## config.mk

```make
export PLATFORM = sky130hd
export DESIGN_NAME = dmt_channel
export DESIGN_NICKNAME = d
export VERILOG_FILES = /design/src/rtl/dmt_pkg.sv /design/src/rtl/dmt_tick_sel.sv /design/src/rtl/dmt_regs.sv /design/src/rtl/dmt_fsm_ctr.sv /design/src/rtl/dmt_event.sv /design/src/rtl/dmt_channel.sv
export SDC_FILE = /design/constraint.sdc
export NUM_CORES = 1
export LEC_CHECK = 0
export BUFFER_PORTS_ARGS = -buffer_cell sky130_fd_sc_hd__buf_2
export CAP_MARGIN = 20
export CORE_ASPECT_RATIO = 1.5
export CORE_MARGIN = 2
export CORE_UTILIZATION = 35
export CTS_CLUSTER_DIAMETER = 80
export CTS_CLUSTER_SIZE = 20
export DETAILED_ROUTE_END_ITERATION = 7
export SYNTH_ARGS = -nofsm -noshare
export SYNTH_HDL_FRONTEND = slang
export SYNTH_SLANG_ARGS = --single-unit
```

## constraint.sdc

```tcl
create_clock -name clk -period 5.4 [get_ports clk]
set_clock_uncertainty 0.15 [all_clocks]
set_input_delay 1.08 -clock clk [delete_from_list [all_inputs] [get_ports clk]]
set_output_delay 1.08 -clock clk [all_outputs]
set_load 0.05 [all_outputs]
```

## src/rtl/dmt_pkg.sv

```systemverilog
package dmt_pkg;
    typedef enum logic [1:0] {
        ST_OFF  = 2'd0,
        ST_ARM  = 2'd1,
        ST_RUN  = 2'd2,
        ST_HOLD = 2'd3
    } chan_state_t;
endpackage

```

## src/rtl/dmt_tick_sel.sv

```systemverilog
module dmt_tick_sel (
    input  logic ext_sel,
    input  logic tick_ext,
    input  logic tick_bus,
    output logic tick
);
    always_comb begin
        tick = ext_sel ? tick_ext : tick_bus;
    end
endmodule

```

## src/rtl/dmt_regs.sv

```systemverilog
module dmt_regs #(
    parameter int CNT_W     = 32,
    parameter int NUM_MATCH = 2
) (
    input  logic                                clk,
    input  logic                                rst_n,
    input  logic                                wr_reload,
    input  logic [NUM_MATCH-1:0]                wr_match,
    input  logic [CNT_W-1:0]                    wr_data,
    output logic [CNT_W-1:0]                    reload_q,
    output logic [NUM_MATCH-1:0][CNT_W-1:0]     match_q
);
    always_ff @(posedge clk or negedge rst_n) begin
        if (!rst_n) begin
            reload_q <= '0;
        end else if (wr_reload) begin
            reload_q <= wr_data;
        end
    end

    for (genvar g = 0; g < NUM_MATCH; g++) begin : g_match
        always_ff @(posedge clk or negedge rst_n) begin
            if (!rst_n) begin
                match_q[g] <= '0;
            end else if (wr_match[g]) begin
                match_q[g] <= wr_data;
            end
        end
    end
endmodule

```

## src/rtl/dmt_fsm_ctr.sv

```systemverilog
module dmt_fsm_ctr
    import dmt_pkg::*;
#(
    parameter int CNT_W = 32
) (
    input  logic             clk,
    input  logic             rst_n,
    input  logic             en,
    input  logic             tick,
    input  logic             wr_count,
    input  logic             wr_reload,
    input  logic [CNT_W-1:0] wr_data,
    input  logic [CNT_W-1:0] reload_q,
    output logic [CNT_W-1:0] cnt_nxt,
    output logic             step,
    output logic [CNT_W-1:0] count_rd
);
    chan_state_t      state_q, state_d;
    logic [CNT_W-1:0] cnt_q;
    logic             reload_zero;
    logic             wdata_nonzero;

    always_comb begin
        reload_zero   = (reload_q == '0);
        wdata_nonzero = (wr_data != '0);
    end

    // next-state and next-count decision
    always_comb begin
        state_d = state_q;
        cnt_nxt = cnt_q;
        step    = 1'b0;
        if (!en) begin
            state_d = ST_OFF;
        end else begin
            unique case (state_q)
                ST_OFF: begin
                    if (wr_count) begin
                        cnt_nxt = wr_data;
                        state_d = ST_RUN;
                    end else begin
                        state_d = ST_ARM;
                    end
                end
                ST_ARM: begin
                    if (wr_count) begin
                        cnt_nxt = wr_data;
                        state_d = ST_RUN;
                    end else if (tick) begin
                        cnt_nxt = reload_q;
                        state_d = reload_zero ? ST_HOLD : ST_RUN;
                    end
                end
                ST_RUN: begin
                    if (wr_count) begin
                        cnt_nxt = wr_data;
                    end else if (wr_reload && reload_zero && wdata_nonzero) begin
                        cnt_nxt = wr_data;
                    end else if (tick) begin
                        if (cnt_q == '0) begin
                            cnt_nxt = reload_q;
                            if (reload_zero) begin
                                state_d = ST_HOLD;
                            end
                        end else begin
                            cnt_nxt = cnt_q - 1'b1;
                            step    = 1'b1;
                        end
                    end
                end
                ST_HOLD: begin
                    if (wr_count) begin
                        cnt_nxt = wr_data;
                        state_d = ST_RUN;
                    end else if (wr_reload && wdata_nonzero) begin
                        cnt_nxt = wr_data;
                        state_d = ST_RUN;
                    end
                end
                default: state_d = ST_OFF;
            endcase
        end
    end

    // state register
    always_ff @(posedge clk or negedge rst_n) begin
        if (!rst_n) begin
            state_q <= ST_OFF;
            cnt_q   <= '0;
        end else begin
            state_q <= state_d;
            cnt_q   <= cnt_nxt;
        end
    end

    // outputs
    always_comb begin
        unique case (state_q)
            ST_OFF, ST_ARM: count_rd = reload_q;
            default:        count_rd = cnt_q;
        endcase
    end
endmodule

```

## src/rtl/dmt_event.sv

```systemverilog
module dmt_event #(
    parameter int CNT_W     = 32,
    parameter int NUM_MATCH = 2
) (
    input  logic                            clk,
    input  logic                            rst_n,
    input  logic                            step,
    input  logic                            ovf_irq_en,
    input  logic [CNT_W-1:0]                cnt_nxt,
    input  logic [CNT_W-1:0]                reload_q,
    input  logic [NUM_MATCH-1:0][CNT_W-1:0] match_q,
    output logic                            irq,
    output logic                            status
);
    logic [NUM_MATCH-1:0] hit_m;
    logic [NUM_MATCH-1:0] raw_zero;
    logic                 at_zero;
    logic                 hit;

    for (genvar g = 0; g < NUM_MATCH; g++) begin : g_cmp
        logic [CNT_W-1:0] eff;
        always_comb begin
            eff         = (match_q[g] < reload_q) ? match_q[g] : '0;
            hit_m[g]    = (eff != '0) && (eff == cnt_nxt);
            raw_zero[g] = (match_q[g] == '0);
        end
    end

    always_comb begin
        at_zero = (cnt_nxt == '0);
        hit     = step && (at_zero ? (ovf_irq_en || (|raw_zero)) : (|hit_m));
    end

    always_ff @(posedge clk or negedge rst_n) begin
        if (!rst_n) begin
            irq    <= 1'b0;
            status <= 1'b0;
        end else if (hit) begin
            irq    <= ~irq;
            status <= 1'b1;
        end
    end
endmodule

```

## src/rtl/dmt_channel.sv

```systemverilog
module dmt_channel #(
    parameter int CNT_W     = 32,
    parameter int NUM_MATCH = 2
) (
    input  logic                 clk,
    input  logic                 rst_n,
    input  logic                 en,
    input  logic                 ext_sel,
    input  logic                 ovf_irq_en,
    input  logic                 tick_ext,
    input  logic                 tick_bus,
    input  logic                 wr_count,
    input  logic                 wr_reload,
    input  logic [NUM_MATCH-1:0] wr_match,
    input  logic [CNT_W-1:0]     wr_data,
    output logic [CNT_W-1:0]     count_rd,
    output logic                 irq,
    output logic                 status
);
    logic                            tick;
    logic [CNT_W-1:0]                reload_q;
    logic [NUM_MATCH-1:0][CNT_W-1:0] match_q;
    logic [CNT_W-1:0]                cnt_nxt;
    logic                            step;

    dmt_tick_sel u_tick (
        .ext_sel  (ext_sel),
        .tick_ext (tick_ext),
        .tick_bus (tick_bus),
        .tick     (tick)
    );

    dmt_regs #(.CNT_W(CNT_W), .NUM_MATCH(NUM_MATCH)) u_regs (
        .clk       (clk),
        .rst_n     (rst_n),
        .wr_reload (wr_reload),
        .wr_match  (wr_match),
        .wr_data   (wr_data),
        .reload_q  (reload_q),
        .match_q   (match_q)
    );

    dmt_fsm_ctr #(.CNT_W(CNT_W)) u_ctr (
        .clk       (clk),
        .rst_n     (rst_n),
        .en        (en),
        .tick      (tick),
        .wr_count  (wr_count),
        .wr_reload (wr_reload),
        .wr_data   (wr_data),
        .reload_q  (reload_q),
        .cnt_nxt   (cnt_nxt),
        .step      (step),
        .count_rd  (count_rd)
    );

    dmt_event #(.CNT_W(CNT_W), .NUM_MATCH(NUM_MATCH)) u_evt (
        .clk        (clk),
        .rst_n      (rst_n),
        .step       (step),
        .ovf_irq_en (ovf_irq_en),
        .cnt_nxt    (cnt_nxt),
        .reload_q   (reload_q),
        .match_q    (match_q),
        .irq        (irq),
        .status     (status)
    );
endmodule

```

**Yosys cells after proc, flatten, opt, wreduce, memory -nomap -nowiden**

Cells that the tools add are included.

- Add/subtract/negate cells: 1
- $lt $le $gt $ge: 2
- Equal/unequal tests: 12
- Multiplexer cells: 35
- Bitwise logic cells: 1
- Reduce and logical (&&, ||, !) cells: 20

Operator list:

| cell | number |
|---|---|
| two-way mux 32 bit | 13 |
| zero test 32 bit | 5 |
| one-hot mux 32 bit (4 select lines) | 1 |
| nonzero test 32 bit | 3 |
| equality test 32 bit | 2 |
| less-than comparator 32 bit | 2 |
| subtractor 32 x 1 -> 32 bit (second input constant) | 1 |
| two-way mux 2 bit | 11 |
| two-way mux 1 bit | 9 |
| inequality test 3 bit (second input constant) | 3 |
| one-hot mux 2 bit (4 select lines) | 1 |
| AND reduction 7 bit | 1 |
| logical AND 1 bit | 6 |
| inequality test 3 x 2 -> 1 bit (second input constant) | 2 |
| OR reduction 2 bit | 3 |
| equality test 2 bit (second input constant) | 2 |
| inequality test 4 x 3 -> 1 bit (second input constant) | 1 |
| inequality test 4 bit (second input constant) | 1 |
| equality test 2 x 1 -> 1 bit (second input constant) | 1 |
| zero test 2 bit | 1 |
| logical OR 1 bit | 1 |
| inverter 1 bit | 1 |

- Flip-flop bits (word level): 132
- Input bits: 43
- Output and inout bits: 34
- Word-level logic and storage cells: 78

**Logic depth before layout (Yosys ltp)**

- Depth after elaboration: 12
- Gate-level depth with buffers: 18
- Depth with buffers taken out: 16

**Cells and area by module**

From an unflattened synthesis, not the netlist that was laid out.

- Cells, all modules: 1263
- Area, all modules: 11671.2 um^2

Modules (own cells, without submodules):

| module | times used | cells an instance | area each (um^2) | sequential area each (um^2) |
|---|---|---|---|---|
| dmt_fsm_ctr | 1 | 690 | 4863.4 | 850.8 |
| dmt_regs | 1 | 204 | 4035.1 | 2402.3 |
| dmt_event | 1 | 368 | 2757.6 | 50.0 |
| dmt_tick_sel | 1 | 1 | 15.0 | 0.0 |

**Worst setup path before layout**

No wires, ideal clock.

- Path type: input -> register
- From: input port ext_sel
- To: register u_evt.irq
- Setup time: 0.140 ns
- Arrival time: 4.255 ns
- Data required time: 5.110 ns
- Path slack: 0.854 ns
- Cell stages on the path: 16
- Path buffers: 3
- Path through: mux2i_1 clkbuf_1 buf_1 clkbuf_1 nor2_1 a21oi_1 o21ai_0 a221oi_1 o31ai_1 a2111oi_0 o2111ai_1 nor4_1 nand4_1 o22ai_1 o211ai_1 xnor2_1

- Longest elaborated chain between the ends: 11
- Elaborated cells between the ends (all ways): 21
- Those cells by class: eq/ne: 2; mux: 14; reduce/logical: 5

RTL lines:

| what | line | source |
|---|---|---|
| start, declared | dmt_channel.sv:8 | `input logic ext_sel,` |
| two-way mux 1 bit (*) | dmt_tick_sel.sv:8 | `tick = ext_sel ? tick_ext : tick_bus;` |
| two-way mux 32 bit | dmt_fsm_ctr.sv:59 | `end else if (tick) begin` |
| two-way mux 32 bit | dmt_fsm_ctr.sv:57 | `end else if (wr_reload && reload_zero && wdata_nonzero) begin` |
| two-way mux 32 bit | dmt_fsm_ctr.sv:55 | `if (wr_count) begin` |
| one-hot mux 32 bit (4 select lines) | dmt_fsm_ctr.sv:36 | `unique case (state_q)` |
| two-way mux 32 bit | dmt_fsm_ctr.sv:33 | `if (!en) begin` |
| equality test 32 bit | dmt_event.sv:24 | `hit_m[g] = (eff != '0) && (eff == cnt_nxt);` |
| logical AND 1 bit | dmt_event.sv:24 |  |
| OR reduction 2 bit | dmt_event.sv:31 | `hit = step && (at_zero ? (ovf_irq_en \|\| (\|raw_zero)) : (\|hit_m));` |
| two-way mux 1 bit | dmt_event.sv:31 |  |
| logical AND 1 bit (*) | dmt_event.sv:31 |  |
| end signal, assigned | dmt_event.sv:39 | `irq <= ~irq;` |
| end, declared | dmt_event.sv:12 | `output logic irq,` |

Every way passes the cells marked *; elsewhere a longest branch is shown, timed or not.
A chain may end at the register's enable or synchronous reset.

**Worst setup path after layout**

- From: input port wr_data[11]
- To: register u_evt.irq

- Longest elaborated chain between the ends: 11
- Elaborated cells between the ends (all ways): 23
- Those cells by class: eq/ne: 2; mux: 13; reduce/logical: 8

RTL lines:

| what | line | source |
|---|---|---|
| start, declared | dmt_channel.sv:15 | `input logic [CNT_W-1:0] wr_data,` |
| nonzero test 32 bit (*) | dmt_fsm_ctr.sv:25 | `wdata_nonzero = (wr_data != '0);` |
| logical AND 1 bit (on tied branches) | dmt_fsm_ctr.sv:75, dmt_fsm_ctr.sv:57 |  |
| two-way mux 32 bit (on tied branches) | dmt_fsm_ctr.sv:75, dmt_fsm_ctr.sv:57 |  |
| two-way mux 32 bit (on tied branches) | dmt_fsm_ctr.sv:72, dmt_fsm_ctr.sv:55 |  |
| one-hot mux 32 bit (4 select lines) (*) | dmt_fsm_ctr.sv:36 |  |
| two-way mux 32 bit (*) | dmt_fsm_ctr.sv:33 |  |
| via cnt_nxt[5] | dmt_channel.sv:23 | `logic [CNT_W-1:0] cnt_nxt;` |
| equality test 32 bit | dmt_event.sv:24 |  |
| logical AND 1 bit | dmt_event.sv:24 |  |
| OR reduction 2 bit | dmt_event.sv:31 |  |
| two-way mux 1 bit (*) | dmt_event.sv:31 |  |
| logical AND 1 bit (*) | dmt_event.sv:31 |  |

The timed path passes the listed nets; every way through them passes the cells marked *.

==> flow_metrics.env <==
export IMPL_numCtsBuffers=17
export IMPL_ctsHoldBuffers=0
export IMPL_hpwlAfterDp_um=52900
export IMPL_slew_viol_final=0
export IMPL_synth_seq_cells=132
export IMPL_fin_util_pct=43.3
export IMPL_cts_setup_buffers=0
export IMPL_cts_tree="yes"
export IMPL_leakagePower_nw=6.05
export IMPL_powerDensity_nw_per_um2=304
export IMPL_drive_above_1_share_pct=24.4
export IMPL_cp_slowest_cell="a21oi_1"
export IMPL_start_util_pct=35.5
export IMPL_setup_violations=0
export IMPL_multi_input_area_um2=7870
export IMPL_cpPeakStageDelay_ns=0.80
export IMPL_nets=1792
export IMPL_relSlewSlack_pct=23.0
export IMPL_die_h_um=229
export IMPL_coreArea_um2=33400
export IMPL_start_kind="primary input"
export IMPL_ios=77
export IMPL_cts_buffer_depth=2
export IMPL_grt_pass1_vias=14200
export IMPL_track_usage_pct=38.6
export IMPL_n_antenna_cell=0
export IMPL_setup_tns_ns=0
export IMPL_areaGrowthSynthToFinish_pct=22.2
export IMPL_critPathBufInv=3
export IMPL_status="finished, final reports clean"
export IMPL_root_buffer="clkbuf_16"
export IMPL_dp_cells=2086
export IMPL_ir_drop_mv=0.185
export IMPL_worst_slew_pin_slew_ns=1.15
export IMPL_grt_pass1_wl_um=98900
export IMPL_route_detailed_drc=0
export IMPL_met2_usage_pct=62.2
export IMPL_synth_edf_count=0
export IMPL_clk_latency_ns=0.46
export IMPL_async_reset_ff_share_pct=100
export IMPL_row_count=82
export IMPL_ys_types=92
export IMPL_htree_levels=4
export IMPL_crit_type="primary input to register"
export IMPL_ys_top_cells_by_count="nand2_1 (163), o21ai_0 (137), dfrtp_1 (132)"
export IMPL_cts_num_sinks=132
export IMPL_layout_cells_non_filler=2117
export IMPL_fill_cells=3439
export IMPL_yosysTopAreaCell="dfrtp_1"
export IMPL_power_mw=4.40
export IMPL_gr_total_overflow=0
export IMPL_ant_nets=0
export IMPL_syn_avg_cell_area_um2=7.95
export IMPL_numPortBuffers=76
export IMPL_routed_via_density=6.76
export IMPL_syn_inst=1492
export IMPL_path_delay_family="simple AND/OR/NAND/NOR gates"
export IMPL_synthMostInstantiatedCell="nand2_1"
export IMPL_yosys_warnings=0
export IMPL_cp_end_kind="register"
export IMPL_gp_congestion=1.05
export IMPL_synth_area_top_cells="dfrtp_1 (28%), ha_1 (6.8%), mux2_2 (6.2%)"
export IMPL_drt_wl_total_um=68600
export IMPL_rsz0062_at_grt="false"
export IMPL_drt_initial_drc_count=2156
export IMPL_dieArea_um2=35400
export IMPL_fin_crit_ns=5.21
export IMPL_path_cells="buf_2, nor4_1, and4_1, a2111oi_2, buf_4, nor3_1, buf_4, o311ai_0, a21oi_1, nand4_1, a311oi_1, nand4_1, o22ai_1, o211ai_1, xnor2_1"
export IMPL_antenna_found_initial=0
export IMPL_hold_viol_final=0
export IMPL_syn_nets=1599
export IMPL_grt_max_degree=73
export IMPL_grt_use_met3_pct=7.40
export IMPL_first_pass_iters=6
export IMPL_syn_area_um2=11900
export IMPL_die_w_um=154
export IMPL_fmax_mhz=192
export IMPL_gr_max_usage_layer="met2"
export IMPL_finalCritPeriodShare_pct=96.4
export IMPL_clk_pin_slew_ns=0.06
export IMPL_critPathArrivalTime_ns=5.38
export IMPL_yosysTopAreaCellShare_pct=27.8
export IMPL_cp_max_fo=8
export IMPL_vias=14300
export IMPL_synth_flop_cell="dfrtp_1"
export IMPL_met1_usage_pct=46.0
export IMPL_seq_area_frac_synth_pct=27.8
export IMPL_wl_per_cell_um=32.4
export IMPL_cts_resized=0
export IMPL_drv_cap=0
export IMPL_hold_path_class="register to register"
export IMPL_seq_area_um2=3300
export IMPL_crit_required_ns=5.57
-- worst register-to-register path, stage by stage, from the launching register on --
cell	delay, ns
dfrtp_1	0.44
nor4_1	0.86
nand4_1	0.16
buf_4	0.23
a2111oi_2	0.28
buf_4	0.21
nor2_1	0.06
buf_4	0.21
o21a_1	0.19
a21oi_1	0.74
o22a_1	0.23
o2111a_1	0.18
nand4_1	0.13
or4_1	0.42
o22ai_1	0.13
o211ai_1	0.18
xnor2_1	0.18
-- cell usage in the layout, fill, tap and decap left out, types with 14 or more instances in the layout --
cell type	n
a31oi_1	19
nor4_1	52
dfrtp_1	131
buf_4	206
nor3_1	43
a221oi_1	20
ha_1	64
o211ai_1	16
buf_2	75
nand2_1	163
nand3_1	39
o22ai_1	32
xnor2_1	24
xor2_1	14
nand4_1	39
nor2_1	100
a21oi_1	74
o21ai_0	137
inv_1	65
a211oi_1	14
mux2_2	65
clkbuf_16	17
-- cells by family (layout without fill, tap and decap cells) --
logic type / count (synthesis) / in the layout / share of synthesized area [%]
buffers and inverters: 177 / 382 / 6.01
xor gates and xnor gates: 38 / 38 / 2.81
AOI/OAI and AO/OA: 451 / 451 / 25.3
muxes: 73 / 73 / 6.89
and+or+nand+nor: 557 / 557 / 24.4
DFF: 132 / 132 / 27.8
adders and majority gates: 64 / 64 / 6.75
-- routing by layer --
layer | part of all wire [%] | wire length (µm)
met5 | 0 | 0
met4 | 8.3 | 5720
met3 | 9.1 | 6280
met2 | 46 | 31700
met1 | 36 | 24900
-- report_power, final --
group,internal [mW],switching (mW),total [mW]
Combinational,0.660,1.23,1.89
Sequential,1.11,0.214,1.32
Clock,0.671,0.516,1.19
Total,2.44,1.97,4.40
-- registers in the layout, summed over array words and instances, names as in the netlist --
register         count
u_evt.irq            1
u_evt.status         1
u_ctr.state_q        2
u_ctr.cnt_q         32
u_regs.match_q      64
u_regs.reload_q     32
-- layout make-up --
type / count / area share, %
Inverter: 67 / 1.74
Sequential cell: 132 / 22.8
Clock inverter: 10 / 0.673
Multi-Input combinational cell: 1183 / 54.3
Tap cell: 420 / 3.63
Clock buffer: 21 / 3.25
Timing Repair Buffer: 284 / 13.6
-- path summary, 6_finish.rpt --
check	to	slack (ns)	start	cells past startpoint
max in group asynchronous	u_ctr.state_q[1]	3.54	rst_n	2
max	u_evt.irq	0.19	wr_data[11]	15
min in group asynchronous	u_regs.match_q[8]	0.51	rst_n	1
min	u_evt.status	0.32	u_evt.status	1
min reg2reg	u_evt.status	0.32	u_evt.status	1
max reg2reg	u_evt.irq	0.29	u_regs.reload_q[11]	16
-- through the flow --
step           hold WS [ns]  instance area, µm²  worst slack, ns
6_report              0.325               14500            0.193
3_5_place_dp          0.311               13900          -0.0858
3_3_place_gp          0.331               13900          -0.0850
5_1_grt               0.369               14500           0.0861
2_1_floorplan         0.363               11900            0.854
4_1_cts               0.327               14500            0.368
(Power assumes the default switching activity.)
